==> src/rtl/pcfg_pkg.sv <==
package pcfg_pkg;

    typedef enum logic [2:0] {
        ST_IDLE,
        ST_PULSE,
        ST_RELWAIT,
        ST_LOAD,
        ST_STREAM,
        ST_TAIL,
        ST_HOLD
    } pcfg_state_e;

    // Cycles needed to cover a time in microseconds, rounded up.
    function automatic int us_to_cycles(input int clk_khz, input int us);
        return (clk_khz * us + 999) / 1000;
    endfunction

    function automatic int imax(input int a, input int b);
        return (a > b) ? a : b;
    endfunction

endpackage

==> src/rtl/pcfg_timer.sv <==
module pcfg_timer #(
    parameter int W = 8
) (
    input  logic         clk,
    input  logic         rst_n,
    input  logic         load_i,
    input  logic [W-1:0] val_i,
    output logic         zero_o
);

    logic [W-1:0] cnt_d, cnt_q;

    always_comb begin
        cnt_d = cnt_q;
        if (load_i) begin
            cnt_d = val_i;
        end else if (cnt_q != '0) begin
            cnt_d = cnt_q - 1'b1;
        end
    end

    always_ff @(posedge clk or negedge rst_n) begin
        if (!rst_n) begin
            cnt_q <= '0;
        end else begin
            cnt_q <= cnt_d;
        end
    end

    assign zero_o = (cnt_q == '0);

endmodule

==> src/rtl/pcfg_ctrl.sv <==
module pcfg_ctrl
    import pcfg_pkg::*;
#(
    parameter int ADDR_W    = 8,
    parameter int LAST_ADDR = 255,
    parameter int TMR_W     = 16,
    parameter int PULSE_CYC = 200,
    parameter int WDOG_CYC  = 50000,
    parameter int TAIL_CLKS = 16
) (
    input  logic              clk,
    input  logic              rst_n,
    input  logic              start_i,
    input  logic              auto_restart_i,
    output logic [ADDR_W-1:0] mem_addr_o,
    output logic              mem_rd_o,
    input  logic [7:0]        mem_data_i,
    output logic              chain_reset_n_o,
    output logic              chain_clk_o,
    output logic [7:0]        chain_data_o,
    input  logic              chain_ok_i,
    input  logic              chain_done_i,
    output logic              busy_o,
    output logic              done_o,
    output logic              error_o,
    output logic              tmr_load_o,
    output logic [TMR_W-1:0]  tmr_val_o,
    input  logic              tmr_zero_i
);

    localparam logic [ADDR_W-1:0] LAST_A  = ADDR_W'(LAST_ADDR);
    localparam logic [TMR_W-1:0]  PULSE_T = TMR_W'(PULSE_CYC);
    localparam logic [TMR_W-1:0]  WDOG_T  = TMR_W'(WDOG_CYC);
    localparam logic [TMR_W-1:0]  TAIL_T  = TMR_W'(2 * TAIL_CLKS);

    typedef struct packed {
        pcfg_state_e       st;
        logic              ph;
        logic              last;
        logic [ADDR_W-1:0] addr;
        logic [7:0]        data;
        logic              dclk;
        logic              rstn;
        logic              done;
        logic              err;
    } regs_t;

    regs_t r_d, r_q;

    always_comb begin
        r_d        = r_q;
        r_d.done   = 1'b0;
        r_d.err    = 1'b0;
        tmr_load_o = 1'b0;
        tmr_val_o  = '0;
        case (r_q.st)
            ST_IDLE: begin
                if (start_i) begin
                    r_d.st     = ST_PULSE;
                    r_d.rstn   = 1'b0;
                    tmr_load_o = 1'b1;
                    tmr_val_o  = PULSE_T;
                end
            end
            ST_PULSE: begin
                if (tmr_zero_i) begin
                    r_d.rstn   = 1'b1;
                    r_d.st     = ST_RELWAIT;
                    tmr_load_o = 1'b1;
                    tmr_val_o  = WDOG_T;
                end
            end
            ST_RELWAIT, ST_HOLD: begin
                if (chain_ok_i) begin
                    r_d.st   = ST_LOAD;
                    r_d.addr = '0;
                    r_d.last = 1'b0;
                    r_d.ph   = 1'b0;
                end else if (tmr_zero_i) begin
                    r_d.st  = ST_IDLE;
                    r_d.err = 1'b1;
                end
            end
            ST_LOAD: begin
                r_d.st = ST_STREAM;
            end
            ST_STREAM, ST_TAIL: begin
                if (!chain_ok_i) begin
                    r_d.dclk   = 1'b0;
                    tmr_load_o = 1'b1;
                    if (auto_restart_i) begin
                        r_d.st    = ST_HOLD;
                        tmr_val_o = WDOG_T;
                    end else begin
                        r_d.st    = ST_PULSE;
                        r_d.rstn  = 1'b0;
                        tmr_val_o = PULSE_T;
                    end
                end else if (chain_done_i) begin
                    r_d.st   = ST_IDLE;
                    r_d.done = 1'b1;
                    r_d.dclk = 1'b0;
                end else if (r_q.st == ST_STREAM) begin
                    if (!r_q.ph) begin
                        // falling edge: present the byte fetched last cycle
                        r_d.dclk = 1'b0;
                        r_d.data = mem_data_i;
                        r_d.ph   = 1'b1;
                        if (r_q.addr == LAST_A) begin
                            r_d.last = 1'b1;
                        end else begin
                            r_d.addr = r_q.addr + 1'b1;
                        end
                    end else begin
                        r_d.dclk = 1'b1;
                        r_d.ph   = 1'b0;
                        if (r_q.last) begin
                            r_d.st     = ST_TAIL;
                            tmr_load_o = 1'b1;
                            tmr_val_o  = TAIL_T;
                        end
                    end
                end else begin
                    if (tmr_zero_i) begin
                        r_d.st   = ST_IDLE;
                        r_d.err  = 1'b1;
                        r_d.dclk = 1'b0;
                    end else begin
                        r_d.dclk = ~r_q.dclk;
                    end
                end
            end
            default: r_d.st = ST_IDLE;
        endcase
    end

    always_ff @(posedge clk or negedge rst_n) begin
        if (!rst_n) begin
            r_q <= '{st: ST_IDLE, ph: 1'b0, last: 1'b0, addr: '0, data: '0,
                     dclk: 1'b0, rstn: 1'b1, done: 1'b0, err: 1'b0};
        end else begin
            r_q <= r_d;
        end
    end

    assign mem_addr_o      = r_q.addr;
    assign mem_rd_o        = (r_q.st == ST_LOAD) ||
                             ((r_q.st == ST_STREAM) && r_q.ph && !r_q.last);
    assign chain_reset_n_o = r_q.rstn;
    assign chain_clk_o     = r_q.dclk;
    assign chain_data_o    = r_q.data;
    assign busy_o          = (r_q.st != ST_IDLE);
    assign done_o          = r_q.done;
    assign error_o         = r_q.err;

    // no clocking or reads while the chain is held in reset
    a_r2_quiet_in_reset: assert property (@(posedge clk) disable iff (!rst_n)
        !r_q.rstn |-> (!r_q.dclk && !mem_rd_o));

    // data moves only on an edge that leaves the clock low
    a_r3_data_moves_low: assert property (@(posedge clk) disable iff (!rst_n)
        !$stable(r_q.data) |-> !r_q.dclk);

    // reads are spaced at least two cycles apart
    a_r4_read_gap: assert property (@(posedge clk) disable iff (!rst_n)
        mem_rd_o |=> !mem_rd_o);

    // completion pulse lasts one cycle
    a_r5_done_single: assert property (@(posedge clk) disable iff (!rst_n)
        r_q.done |=> !r_q.done);

    // automatic recovery never touches the chain reset
    a_r7_hold_keeps_reset_high: assert property (@(posedge clk) disable iff (!rst_n)
        (r_q.st == ST_HOLD) |-> r_q.rstn);

    // every stream begins at address zero
    a_r8_load_from_zero: assert property (@(posedge clk) disable iff (!rst_n)
        (r_q.st == ST_LOAD) |-> (r_q.addr == '0 && !r_q.last));

    // start while streaming leaves the transfer running
    a_r10_start_ignored: assert property (@(posedge clk) disable iff (!rst_n)
        ((r_q.st == ST_STREAM) && start_i && chain_ok_i && !chain_done_i)
        |=> (r_q.st == ST_STREAM || r_q.st == ST_TAIL));

    // result pulses coincide with the return to idle
    a_r11_idle_on_result: assert property (@(posedge clk) disable iff (!rst_n)
        (r_q.done || r_q.err) |-> (!busy_o && !(r_q.done && r_q.err)));

endmodule

==> src/rtl/pcfg_host_seq.sv <==
module pcfg_host_seq
    import pcfg_pkg::*;
#(
    parameter int ADDR_W    = 8,
    parameter int LAST_ADDR = 255,
    parameter int CLK_KHZ   = 100000,
    parameter int PULSE_US  = 2,
    parameter int WDOG_US   = 500,
    parameter int TAIL_CLKS = 16
) (
    input  logic              clk,
    input  logic              rst_n,
    input  logic              start_i,
    input  logic              auto_restart_i,
    output logic [ADDR_W-1:0] mem_addr_o,
    output logic              mem_rd_o,
    input  logic [7:0]        mem_data_i,
    output logic              chain_reset_n_o,
    output logic              chain_clk_o,
    output logic [7:0]        chain_data_o,
    input  logic              chain_ok_i,
    input  logic              chain_done_i,
    output logic              busy_o,
    output logic              done_o,
    output logic              error_o
);

    localparam int PULSE_CYC = us_to_cycles(CLK_KHZ, PULSE_US);
    localparam int WDOG_CYC  = us_to_cycles(CLK_KHZ, WDOG_US);
    localparam int TMR_MAX   = imax(imax(PULSE_CYC, WDOG_CYC), 2 * TAIL_CLKS);
    localparam int TMR_W     = $clog2(TMR_MAX + 1);

    logic             tmr_load;
    logic [TMR_W-1:0] tmr_val;
    logic             tmr_zero;

    pcfg_timer #(.W(TMR_W)) u_timer (
        .clk    (clk),
        .rst_n  (rst_n),
        .load_i (tmr_load),
        .val_i  (tmr_val),
        .zero_o (tmr_zero)
    );

    pcfg_ctrl #(
        .ADDR_W    (ADDR_W),
        .LAST_ADDR (LAST_ADDR),
        .TMR_W     (TMR_W),
        .PULSE_CYC (PULSE_CYC),
        .WDOG_CYC  (WDOG_CYC),
        .TAIL_CLKS (TAIL_CLKS)
    ) u_ctrl (
        .clk             (clk),
        .rst_n           (rst_n),
        .start_i         (start_i),
        .auto_restart_i  (auto_restart_i),
        .mem_addr_o      (mem_addr_o),
        .mem_rd_o        (mem_rd_o),
        .mem_data_i      (mem_data_i),
        .chain_reset_n_o (chain_reset_n_o),
        .chain_clk_o     (chain_clk_o),
        .chain_data_o    (chain_data_o),
        .chain_ok_i      (chain_ok_i),
        .chain_done_i    (chain_done_i),
        .busy_o          (busy_o),
        .done_o          (done_o),
        .error_o         (error_o),
        .tmr_load_o      (tmr_load),
        .tmr_val_o       (tmr_val),
        .tmr_zero_i      (tmr_zero)
    );

endmodule

==> config.mk <==
export PLATFORM = sky130hd
export DESIGN_NAME = pcfg_host_seq
export DESIGN_NICKNAME = d
export VERILOG_FILES = /design/src/rtl/pcfg_pkg.sv /design/src/rtl/pcfg_timer.sv /design/src/rtl/pcfg_ctrl.sv /design/src/rtl/pcfg_host_seq.sv
export SDC_FILE = /design/constraint.sdc
export NUM_CORES = 1
export LEC_CHECK = 0
export BUFFER_PORTS_ARGS = -buffer_cell sky130_fd_sc_hd__clkbuf_2
export CELL_PAD_IN_SITES_DETAIL_PLACEMENT = 1
export CELL_PAD_IN_SITES_GLOBAL_PLACEMENT = 1
export CORE_ASPECT_RATIO = 0.5
export CORE_UTILIZATION = 40
export CTS_BUF_LIST = sky130_fd_sc_hd__clkbuf_8
export DETAILED_ROUTE_END_ITERATION = 16
export PLACE_DENSITY_LB_ADDON = 0.2
export SLEW_MARGIN = 20
export SYNTH_ARGS = -nofsm -noshare
export SYNTH_HDL_FRONTEND = slang
export SYNTH_SLANG_ARGS = --single-unit
==> constraint.sdc <==
create_clock -name clk -period 5.1 [get_ports clk]
set_clock_uncertainty 0.2 [all_clocks]
set_input_delay 0.255 -clock clk [delete_from_list [all_inputs] [get_ports clk]]
set_output_delay 0.255 -clock clk [all_outputs]
set_load 0.005 [all_outputs]
==> metrics list, run 1 <==
* Share of total power in sequential cells: 0.457
- Number of core rows: 19
- Derived from the worst setup path, the maximum achievable clock frequency is 413 MHz.
* Path class of the lowest-slack min-delay path: in2reg
- Number of buffers on the longest clock path: 2
* Share of layout cells above drive strength 1: 0.175
* Antenna violations before repair: 0
- Of the post-synthesis cell area, the dominant cell type holds 0.434.
* Worst setup path class: reg2reg
- After legalization and detailed placement, the total HPWL measured around 4.1 mm.
- Summing every instance area after synthesis gives between 0.002 and 0.0025 mm^2.
- The initial utilization of the core area, before any placement, comes to 0.418.
- Crit path required time: just over 5000 ps
- Post-CTS clock slew at the launch and capture registers of the worst setup and hold paths: about 80 ps
* Setup repair after global routing missed its margin: false
- Synthesis warning total: 0
* Count of final hold-check violations: 0
- Vias in the first global route: 2053
* Proportion of total power due to net switching: 0.380
- Power comes to around 1100 uW.
- For this block, the initial DRC count from the detailed router was 46.
- For this run the aggregate overflow at the end of global routing stands at 0.
- Of the total power, the clock network draws 0.209.
* Routed Antenna Nets: 0
- Setup TNS Final: 0 ps
- Number of buffers added by the clock tree synthesis step: 5
- Core Area: about 0.0055 mm^2
- For this run, design rule violations remaining after detail routing come to 0.
* Detailed-route wire length: roughly 5.7 mm
* Cell leakage power: roughly 0.0012 uW
- The die is approximately 56 um tall.
* Run status: complete, no violations
* Worst-Skew Late Latency: 300 ps
* Sink Count: 41
* Final Slew Violations: 0
* Number of enable flip-flop cells after synthesis: 0
- For this design the top-level I/O count stands at 36.
- DIE WIDTH: 109 um
* Maximum fanout along the worst path: 15
* Most frequent cells after synthesis: nand2_1 (46), dfrtp_1 (40), buf_4 (16), nor2_1 (16)
* Syn nets: 281
* Startpoint Class: flop
- The pre-antenna-repair detailed-routing pass consisted of 4 iterations.
* Final min period: 2420 ps
- Max H-tree Level: 2
- Dividing the detail-routed via count by the number of cells gives roughly 5.5.
* CTS tree: built
- Nature of the critical path endpoint: flop
- A synthesized cell averages slightly below 9 um^2.
* Internal Dissipation: between 700 and 800 uW
- Among all cell types in the netlist, the one instantiated most often is nand2_1.
* Total Die Area: approximately 0.0061 mm^2
- At the pin with the least slew margin, the transition time is ~950 ps.
- The number of antenna diodes in the final layout is 0.
- Power Density: approximately 440 mW/mm^2
- The synthesized netlist contains 45 unique library cells.
- By area the synthesized netlist is led by dfrtp_1 (43%), nand2_1 (7.5%), buf_4 (5.2%).
- Summing over every cut layer, the via total after detailed routing is between 2000 and 2500.
- Overall Global Routing Usage: 0.204
- Maximum VDD drop: between 0.15 and 0.2 mV
* Synth async-reset ratio: 1.00
- Setup Buffers After CTS: 0
- Headroom to the max-slew limit came out at 0.366.
* Reg-to-reg slack, setup: 2680 ps
- STA puts the critical path data arrival time at 2450 ps.
- The share of total power dissipated in combinational logic is 0.334.
- Net load switching power: between 400 and 500 uW
- The tree is rooted in a clkbuf_8.
* # setup viols final: 0
* Number of nets in the layout: 307
- The area growth from synthesis to layout is 12.9%.
- For this run, the leading register cell type out of synthesis is dfrtp_1.
- Hold is met by approximately 120 ps.
- Weighted congestion at the end of routability-driven global placement: 0.791
- After detailed routing, the average wire length per cell comes to roughly 16 um.
- Entering global routing, the biggest net connects 42 pins.
* Global-route wire length before repair: 9.55 mm
- Number of buffer cells added on primary ports: 35
- For this run, the register share of the synthesized area comes to 0.445.
- Yosys reg bits: just over 40
* Area leader, netlist: dfrtp_1
- MaxCap Viol Count: 0
- Dividing the final minimum period by the clock period gives 0.475.
- Syn Inst Count: around 270
## worst paths after layout
kind	from	end	cells past startpoint
setup / recovery	u_ctrl.r_q[22]	u_ctrl.mem_addr_o[7]	5
hold / removal	chain_done_i	u_ctrl.done_o	3
setup reg to reg	u_ctrl.r_q[22]	u_ctrl.mem_addr_o[7]	5
hold reg to reg	u_ctrl.chain_data_o[3]	u_ctrl.chain_data_o[3]	2
max in group asynchronous	rst_n	u_timer.cnt_q[5]	2
min in group asynchronous	rst_n	u_ctrl.chain_data_o[0]	2
## placed cells by master (no fill, tap or decap), types with 7 or more instances in the layout
cell            n
dlygate4sd3_1   9
nor3_1         10
nor2_1         16
clkbuf_8        7
inv_1          11
xnor2_1         7
dfrtp_1        40
o21ai_0        13
clkbuf_2       34
a21oi_1        13
or4_1           7
nand3_1         9
nand2_1        46
## worst max-delay path, stage by stage, from the launching register on
cell and delay (ps):
dfrtp_1 560, nor2b_1 350, a21o_1 120, o211ai_1 360, or4_1 620, a21oi_1 150
## state kept, by name (all words and copies together), names as in the netlist
signal and cells:
u_ctrl.chain_clk_o 1, u_ctrl.r_q 5, u_timer.cnt_q 16, u_ctrl.mem_addr_o 8, u_ctrl.chain_reset_n_o 1, u_ctrl.chain_data_o 8
u_ctrl.error_o 1, u_ctrl.done_o 1
## layout make-up
cell class / instances / area [um^2]
inverters: 11 / 41.3
repair buffers: 45 / 273
fillers: 658 / 2910
clock inverters: 1 / 5.00
well taps: 73 / 91.3
flip-flops and latches: 41 / 1030
clock buffers: 7 / 96.3
multi-input cells: 187 / 1070
## power groups by stage
stage	registers, uW	clock network (uW)	logic [uW]
after floorplan	486	0	320
after global placement	515	0	364
after detailed placement	522	0	376
after CTS	516	244	383
after global routing	532	259	434
final	519	237	379
## routing by layer
metal / GRT usage / part of all wire
met5: 0 / 0
met4: 0.0571 / 0.013
met3: 0.0468 / 0.031
met2: 0.347 / 0.48
met1: 0.260 / 0.48
## per-stage QoR
stage          worst slack [ps]  utilization  instance area (um^2)  std cells
2_1_floorplan              3040            -                  2310        265
3_3_place_gp               2710        0.437                  2410        348
3_5_place_dp               2690        0.437                  2410        348
4_1_cts                    2670        0.472                  2600        365
5_1_grt                    2450        0.472                  2600        365
6_report                   2680        0.472                  2600        365
## cells by family (layout without fill, tap and decap cells)
group / count (synthesis) / count (layout) / share of synthesized area
AOI/OAI and AO/OA: 52 / 52 / 0.143
muxes: 3 / 3 / 0.0141
buffers and inverters: 37 / 64 / 0.0912
and+or+nand+nor: 121 / 121 / 0.262
adders and majority gates: 2 / 2 / 0.0109
DFF: 41 / 41 / 0.445
xor gates and xnor gates: 9 / 9 / 0.0342
## repair_timing
item | CTS | global route
hold buffers | 9 | 0
resized for setup | 0 | 0
hold endpoints to repair | 48 | 0
setup endpoints to repair | 0 | 0
(Power assumes the default switching activity.)
==> inputs of run 2 (changes only) <==
==> constraint.sdc (replaced) <==
create_clock -name clk -period 2.25 [get_ports clk]
set_clock_uncertainty 0.2 [all_clocks]
set_input_delay 0.1125 -clock clk [delete_from_list [all_inputs] [get_ports clk]]
set_output_delay 0.1125 -clock clk [all_outputs]
set_load 0.005 [all_outputs]
==> run 2 against run 1 <==
Utilization rose by 3.5 points. Routed wire length increased by 13%. Non-clock buffer count rose by 26. Die area did not move. Final cell count rose by 7.1%. Register-to-register slack worse by 2600 ps. First-iteration DRC count increased by 28%. Total power is 130% higher. Combinational power increased to 2.7 times the previous value. Design area rose by 7.4%. Sequential power rose by 120%. Largest power group unchanged.
==> metrics list, run 2 (synthesis results as in run 1) <==
* # setup viols final: 0 (unchanged)
- Post-route DRC violation count: 0 (unchanged)
- In the layout the commonest cells are nand2_1 (46), dfrtp_1 (40), clkbuf_2 (35).
* Max Clock Freq: 467 MHz (+13%)
- In this run the critical register-to-register path is captured at u_timer.cnt_q[15].
- Power share of the combinational group: 0.391 (+0.057)
* Number of buffers added by the clock tree synthesis step: 5 (unchanged)
* Internal Dissipation: 1610 uW (+130%)
- The area used by sequential logic in the layout is 0.00103 mm^2 (unchanged).
* Placed cells: 370 (+6.3%)
- Slew at the pin with the worst max-slew slack: 463 ps (-484 ps)
* Total Die Area: 0.00609 mm^2 (unchanged)
* Share of layout cells above drive strength 1: 0.236 (+0.0612)
- The layout filler cell count was 672 (+2.1%).
- The flow ran to the end, and the final reports show no timing, DRC or antenna violations.
- Among all stages on the critical path, the largest delay is contributed by or4_1.
* Count of final hold-check violations: 0 (unchanged)
* Core Area: 0.00552 mm^2 (unchanged)
- The clock insertion delay at the later pin of the skew report came to 300 ps (about the same).
- The endpoint arrival time on the critical path came to 2130 ps (-320 ps).
- The worst hold path terminates at u_ctrl.error_o.
- The startpoint identified for the worst register-to-register timing path is u_timer.cnt_q[2].
- Hold_sp: chain_ok_i
- Power Density: 946 mW/mm^2 (+120%)
- The routability-driven placement congestion ratio was 0.856 (+8.1%).
- STA classifies the critical path startpoint as a flop.
* Maximum VDD drop: 0.511 mV (+200%)
- In this run the clock root is driven by a clkbuf_8.
- The routed wire length per instance came to 16.6 um (+5.8%).
- Number of detailed-routing iterations run before antenna repair: 4 (unchanged)
- The number of cells traversed by the worst hold path was 3 (unchanged).
* Setup repair after global routing missed its margin: false
* Cell leakage power: 0.00133 uW (+9.5%)
- Reg-to-reg slack, setup: 110 ps (-2570 ps)
- The switching power as a share of total power came to 0.390 (+0.0100).
- The number of top-level pins was 36 (unchanged).
* Path class of the lowest-slack min-delay path: in2reg
* DIE WIDTH: 109 um (unchanged)
* Most common cell after layout, fill and taps aside: nand2_1
* Overall via count from detail_route: 2092 (+4.2%)
- The chip height came to 55.7 um (unchanged).
- Final design area excluding fillers: 0.00280 mm^2 (+7.4%)
- Number of flip-flops under the largest register name: 16 (unchanged)
* Setup TNS Final: 0 ps (unchanged)
* Number of buffer cells added on primary ports: 35 (unchanged)
- Routed Antenna Nets: 0 (unchanged)
- Peak per-stage delay on the critical path: 680 ps (+60 ps)
- Final min period: 2140 ps (-283 ps)
* Final core utilization: 0.507 (+0.0349)
* Worst setup path class: reg2reg
- Final Slew Violations: 0 (unchanged)
- The number of violations of the max-capacitance limit is 0 (unchanged).
- The DRC violation total after the first TritonRoute iteration was 59 (+28%).
- TritonCTS built the clock tree.
* Period utilisation layout: 0.951 (+0.476)
- The global-route congestion overflow total came to 0 (unchanged).
- The proportion of power drawn by the clock network came to 0.181 (-0.028).
- Overall Global Routing Usage: 0.237 (+0.0330)
* Antenna violations before repair: 0 (unchanged)
- Largest net degree at the start of global routing: 19 (-55%)
- The critical-path maximum fanout was 5 (-10).
- Net load switching power: 1030 uW (+140%)
* Number of nets in the layout: 333 (+8.5%)
- Avg Vias per Cell: 5.35 (-2.7%)
- Max H-tree Level: 2 (unchanged)
* Antenna diode count: 0 (unchanged)
- Depth of the most critical reg-to-reg path: 4 (-1)
- The starting density of the core came to 0.418 (unchanged).
* Share of total power in sequential cells: 0.428 (-0.029)
- The count of clock tree sinks is 41 (unchanged).
* Instance area after placement: 0.00258 mm^2 (+6.9%)
- The final instance count without filler cells was 391 (+7.1%).
- Detailed-route wire length: 6.50 mm (+13%)
* Nature of the critical path endpoint: flop
- Vias in the first global route: 2244 (+9.3%)
* Number of core rows: 19 (unchanged)
* Top cell by count, worst path: or4_1
- Worst-path cell chain: or4_1 > or4_1 > xor2_1 > o21ai_2
- The maximum buffer depth of the clock tree was 2 (unchanged).
* Area Overhead vs Synth: 21.2%
* Register with the highest flop count: u_timer.cnt_q
- The pre-CTS worst setup slack is 106 ps (-2580 ps).
- The clock transition at the registers of the reported paths is 80 ps (about the same).
- The detailed placer's ending HPWL is 4.65 mm (+13%).
* Setup ws final: 110 ps (-2570 ps)
- Crit path required time: 2240 ps (-2890 ps)
- Global-route wire length before repair: 11.1 mm (+16%)
- Area of combinational cells with multiple inputs: 0.00108 mm^2 (+1.1%)
- Max-slew headroom at the worst pin: 0.692 (+0.325)
run 2: cell types whose count changed in the layout (fill, tap and decap cells not counted), sizes merged:
cell,before,now
buf,2,25
clkbuf,41,40
clkinv,1,2
dlygate4sd3,9,11
inv,11,12
run 2: worst max-delay path: cells and delay by family (launching register included):
family | cells | cell delay [ps]
XOR/XNOR | 1 | 190
AO/OA/AOI/OAI | 1 | 70
flip-flops | 1 | 430
AND/OR/NAND/NOR | 2 | 1150
run 2: final cells by class:
class / count / area share
multi-input combinational: 187 / 0.386
sequential: 41 / 0.368
timing repair buffer: 71 / 0.169
tap: 73 / 0.0327
clock buffer: 5 / 0.0246
inverter: 11 / 0.0148
clock inverter: 3 / 0.00492
run 2: how the worst max path moves through the flow:
stage                                    start              endpoint  slack [ps]
final                         u_timer.cnt_q[2]     u_timer.cnt_q[15]         110
after global routing          u_timer.cnt_q[0]     u_timer.cnt_q[12]           1
after CTS                 u_ctrl.mem_addr_o[1]  u_ctrl.mem_addr_o[7]         100
after detailed placement      u_timer.cnt_q[0]     u_timer.cnt_q[12]         110
after global placement        u_timer.cnt_q[0]     u_timer.cnt_q[14]         170
after floorplan               u_timer.cnt_q[5]      u_timer.cnt_q[8]         190
run 2: per-stage QoR:
| stage | total power (uW) | hold WS (ps) |
|---|---|---|
| detailed placement | 2140 | -119 |
| global route | 2840 | 67.8 |
| floorplan | 1830 | -383 |
| global placement | 2070 | -125 |
| finish | 2650 | 43.3 |
| CTS | 2640 | 35.3 |
run 2: routing by layer:
metal / vias up / GRT usage / wire length, um
li1: 1020 / - / -
met1: 1030 / 0.304 / 2980
met2: 36 / 0.416 / 3280
met3: 6 / 0.0468 / 209
met4: 0 / 0.0457 / 36
met5: - / 0 / 0
run 2: what timing repair did:
item | CTS | global route
setup endpoints to repair | 0 | 7
buffers inserted | 0 | 2
endpoints found under the hold margin | 50 | 0
hold buffers | 11 | 0
resized for setup | 0 | 2
run 2: power groups by stage:
| stage | Combinational [uW] | Sequential [uW] | Clock, uW |
|---|---|---|---|
| floorplan | 724 | 1100 | 0 |
| finish | 1030 | 1130 | 478 |
| global route | 1150 | 1160 | 524 |
| global placement | 948 | 1130 | 0 |
| detailed placement | 995 | 1140 | 0 |
| CTS | 1030 | 1130 | 484 |
==> inputs of run 3 (changes only) <==
--- a/config.mk
+++ b/config.mk
@@ -9,8 +9,7 @@
 export CELL_PAD_IN_SITES_DETAIL_PLACEMENT = 1
 export CELL_PAD_IN_SITES_GLOBAL_PLACEMENT = 1
 export CORE_ASPECT_RATIO = 0.5
-export CORE_UTILIZATION = 40
-export CTS_BUF_LIST = sky130_fd_sc_hd__clkbuf_8
+export CORE_UTILIZATION = 42
 export DETAILED_ROUTE_END_ITERATION = 16
 export PLACE_DENSITY_LB_ADDON = 0.2
 export SLEW_MARGIN = 20
==> run 3 against run 2 <==
Clock power grew 30%. Routed wire length shrank 0.95%. Utilization grew 4.8 points. Sequential share of layout area shrank 0.34 points. Total power grew 4.4%. First-iteration DRC count shrank 10%. Final cell count shrank 1.5%. Non-clock buffer count shrank 3. Hold slack lost 28 ps. Largest cell class unchanged. Largest power group unchanged.
==> metrics list, run 3 (synthesis results as in run 1) <==
- Maximum VDD drop: 0.409 mV (-20%)
- Core Area: 0.00509 mm^2 (-7.7%)
* Crit path required time: 2240 ps (about the same)
* Worst setup path class: reg2reg
- Post-route DRC violation count: 0 (unchanged)
* Period utilisation layout: 0.955 (+0.00385)
- Share of layout cells above drive strength 1: 0.251 (+0.0149)
- The largest net degree at the start of global routing came to 42 (+23).
- The global-route congestion overflow total was 0 (unchanged).
* # setup viols final: 0 (unchanged)
* Slew at the pin with the worst max-slew slack: 545 ps (+82.6 ps)
- The via count of the first global-routing pass came to 2135 (-4.9%).
- Path class of the lowest-slack min-delay path: in2reg
- Most used cells in the layout excluding fill and tap cells: nand2_1 (46), dfrtp_1 (40), clkbuf_2 (35)
- Nature of the critical path endpoint: flop
- Number of buffers added by the clock tree synthesis step: 5 (unchanged)
* Setup repair after global routing missed its margin: false
- In this run the clock root is driven by a clkbuf_8.
- Max H-tree Level: 2 (unchanged)
* Run status: complete, no violations
- The final period demand of the worst path is 2150 ps (+8.65 ps).
- Number of buffer cells added on primary ports: 35 (unchanged)
- The wire length of the first global-routing pass was 10.4 mm (-6.4%).
- The die extent in x was 107 um (-2.4%).
* Maximum fanout along the worst path: 5 (unchanged)
* Number of core rows: 18 (-1)
- CTS tree: built
- Final Slew Violations: 0 (unchanged)
* Antenna diode count: 0 (unchanged)
- Number of flip-flops under the largest register name: 16 (unchanged)
- The number of violations of the max-capacitance limit came to 0 (unchanged).
- The overall fraction of global-route tracks in use came to 0.236 (-0.000843).
- Most common cell after layout, fill and taps aside: nand2_1
- Setup Buffers After CTS: 0 (unchanged)
- DR iter-0 viols: 53 (-10%)
- IO Count: 36 (unchanged)
- The final instance count without filler cells came to 385 (-1.5%).
- Register with the highest flop count: u_timer.cnt_q
* Sink Count: 41 (unchanged)
- The die footprint was 0.00581 mm^2 (-4.6%).
* Weighted congestion at the end of routability-driven global placement: 0.844 (-1.3%)
- The initial antenna violation count was 0 (unchanged).
- The power density relative to cell area was 979 mW/mm^2 (+3.4%).
- The detailed placer's ending HPWL was 4.66 mm (+0.16%).
* Avg Vias per Cell: 5.55 (+3.7%)
- Worst-Skew Late Latency: 300 ps (about the same)
- Number of buffers on the longest clock path: 2 (unchanged)
- Critical path data arrival time: 2140 ps (about the same)
* Max-slew headroom at the worst pin: 0.636 (-0.0551)
* Area Overhead vs Synth: 22.4%
- The number of vias after detailed routing came to 2137 (+2.2%).
* Startpoint Class: flop
- Number of detailed-routing iterations run before antenna repair: 4 (unchanged)
* Number of nets in the layout: 330 (-0.90%)
* Post-CTS clock slew at the launch and capture registers of the worst setup and hold paths: 90 ps (about the same)
- Die height: 54.4 um (-2.3%)
- Max Clock Freq: 465 MHz (-0.40%)
- Detailed-route wire length: 6.44 mm (-0.95%)
- The starting density of the core came to 0.453 (+0.0349).
* Routed Antenna Nets: 0 (unchanged)
- The leakage power figure was 0.00133 uW (-0.28%).
* Drt wl/cell: 16.7 um (+0.59%)
* Count of final hold-check violations: 0 (unchanged)
- Setup TNS Final: 0 ps (unchanged)
* Placed cells: 366 (-1.1%)
-- run 3: final cells by class --
class	count	area, um^2
clock buffer	5	68.8
inverter	11	41.3
multi-input combinational	187	1100
tap	70	87.6
timing repair buffer	68	450
fill	616	2270
sequential	41	1030
clock inverter	3	46.3
-- run 3: timing repair --
item,in CTS,in global routing
setup endpoints to repair,0,4
endpoints found under the hold margin,50,0
hold buffers,11,0
resized for setup,0,6
-- run 3: worst paths after layout --
| check | start | endpoint | slack (ps) | cells past startpoint |
|---|---|---|---|---|
| max | u_timer.cnt_q[0] | u_timer.cnt_q[8] | 100 | 7 |
| max in group asynchronous | rst_n | u_ctrl.chain_reset_n_o | 1250 | 3 |
| max reg2reg | u_timer.cnt_q[0] | u_timer.cnt_q[8] | 100 | 7 |
| min | chain_ok_i | u_ctrl.error_o | 20 | 3 |
| min in group asynchronous | rst_n | u_ctrl.mem_addr_o[7] | 210 | 3 |
| min reg2reg | u_ctrl.chain_data_o[4] | u_ctrl.chain_data_o[4] | 290 | 2 |
-- run 3: critical path, cell delays in order, from the launching register on --
cell and delay (ps):
dfrtp_1 410, inv_1 90, ha_1 190, nand2b_1 110, or3_1 430, or3_1 360, xor2_1 180, o21ai_2 60
-- run 3: metal layers --
layer	global-route usage	wire length, um
met1	0.289	2930
met2	0.446	3190
met4	0.0525	34
met3	0.0452	283
met5	0	0
-- run 3: per-stage QoR --
step                total power (uW)  utilization  hold WS, ps  setup WS, ps  instance area [um^2]
global placement                2070        0.505         6.98           181                  2570
global route                    2950        0.554         39.0          6.79                  2820
detailed placement              2120        0.505         21.2          94.7                  2570
floorplan                       1830            -         -383           187                  2310
CTS                             2770        0.549         12.0          63.8                  2800
finish                          2760        0.554         15.7           101                  2820
-- run 3: power by group --
group / switching (uW) / leakage, uW / internal [uW]
combinational: 565 / 0.000737 / 451
sequential: 182 / 0.000538 / 942
clock: 288 / 0.0000543 / 332
total: 1040 / 0.00133 / 1730
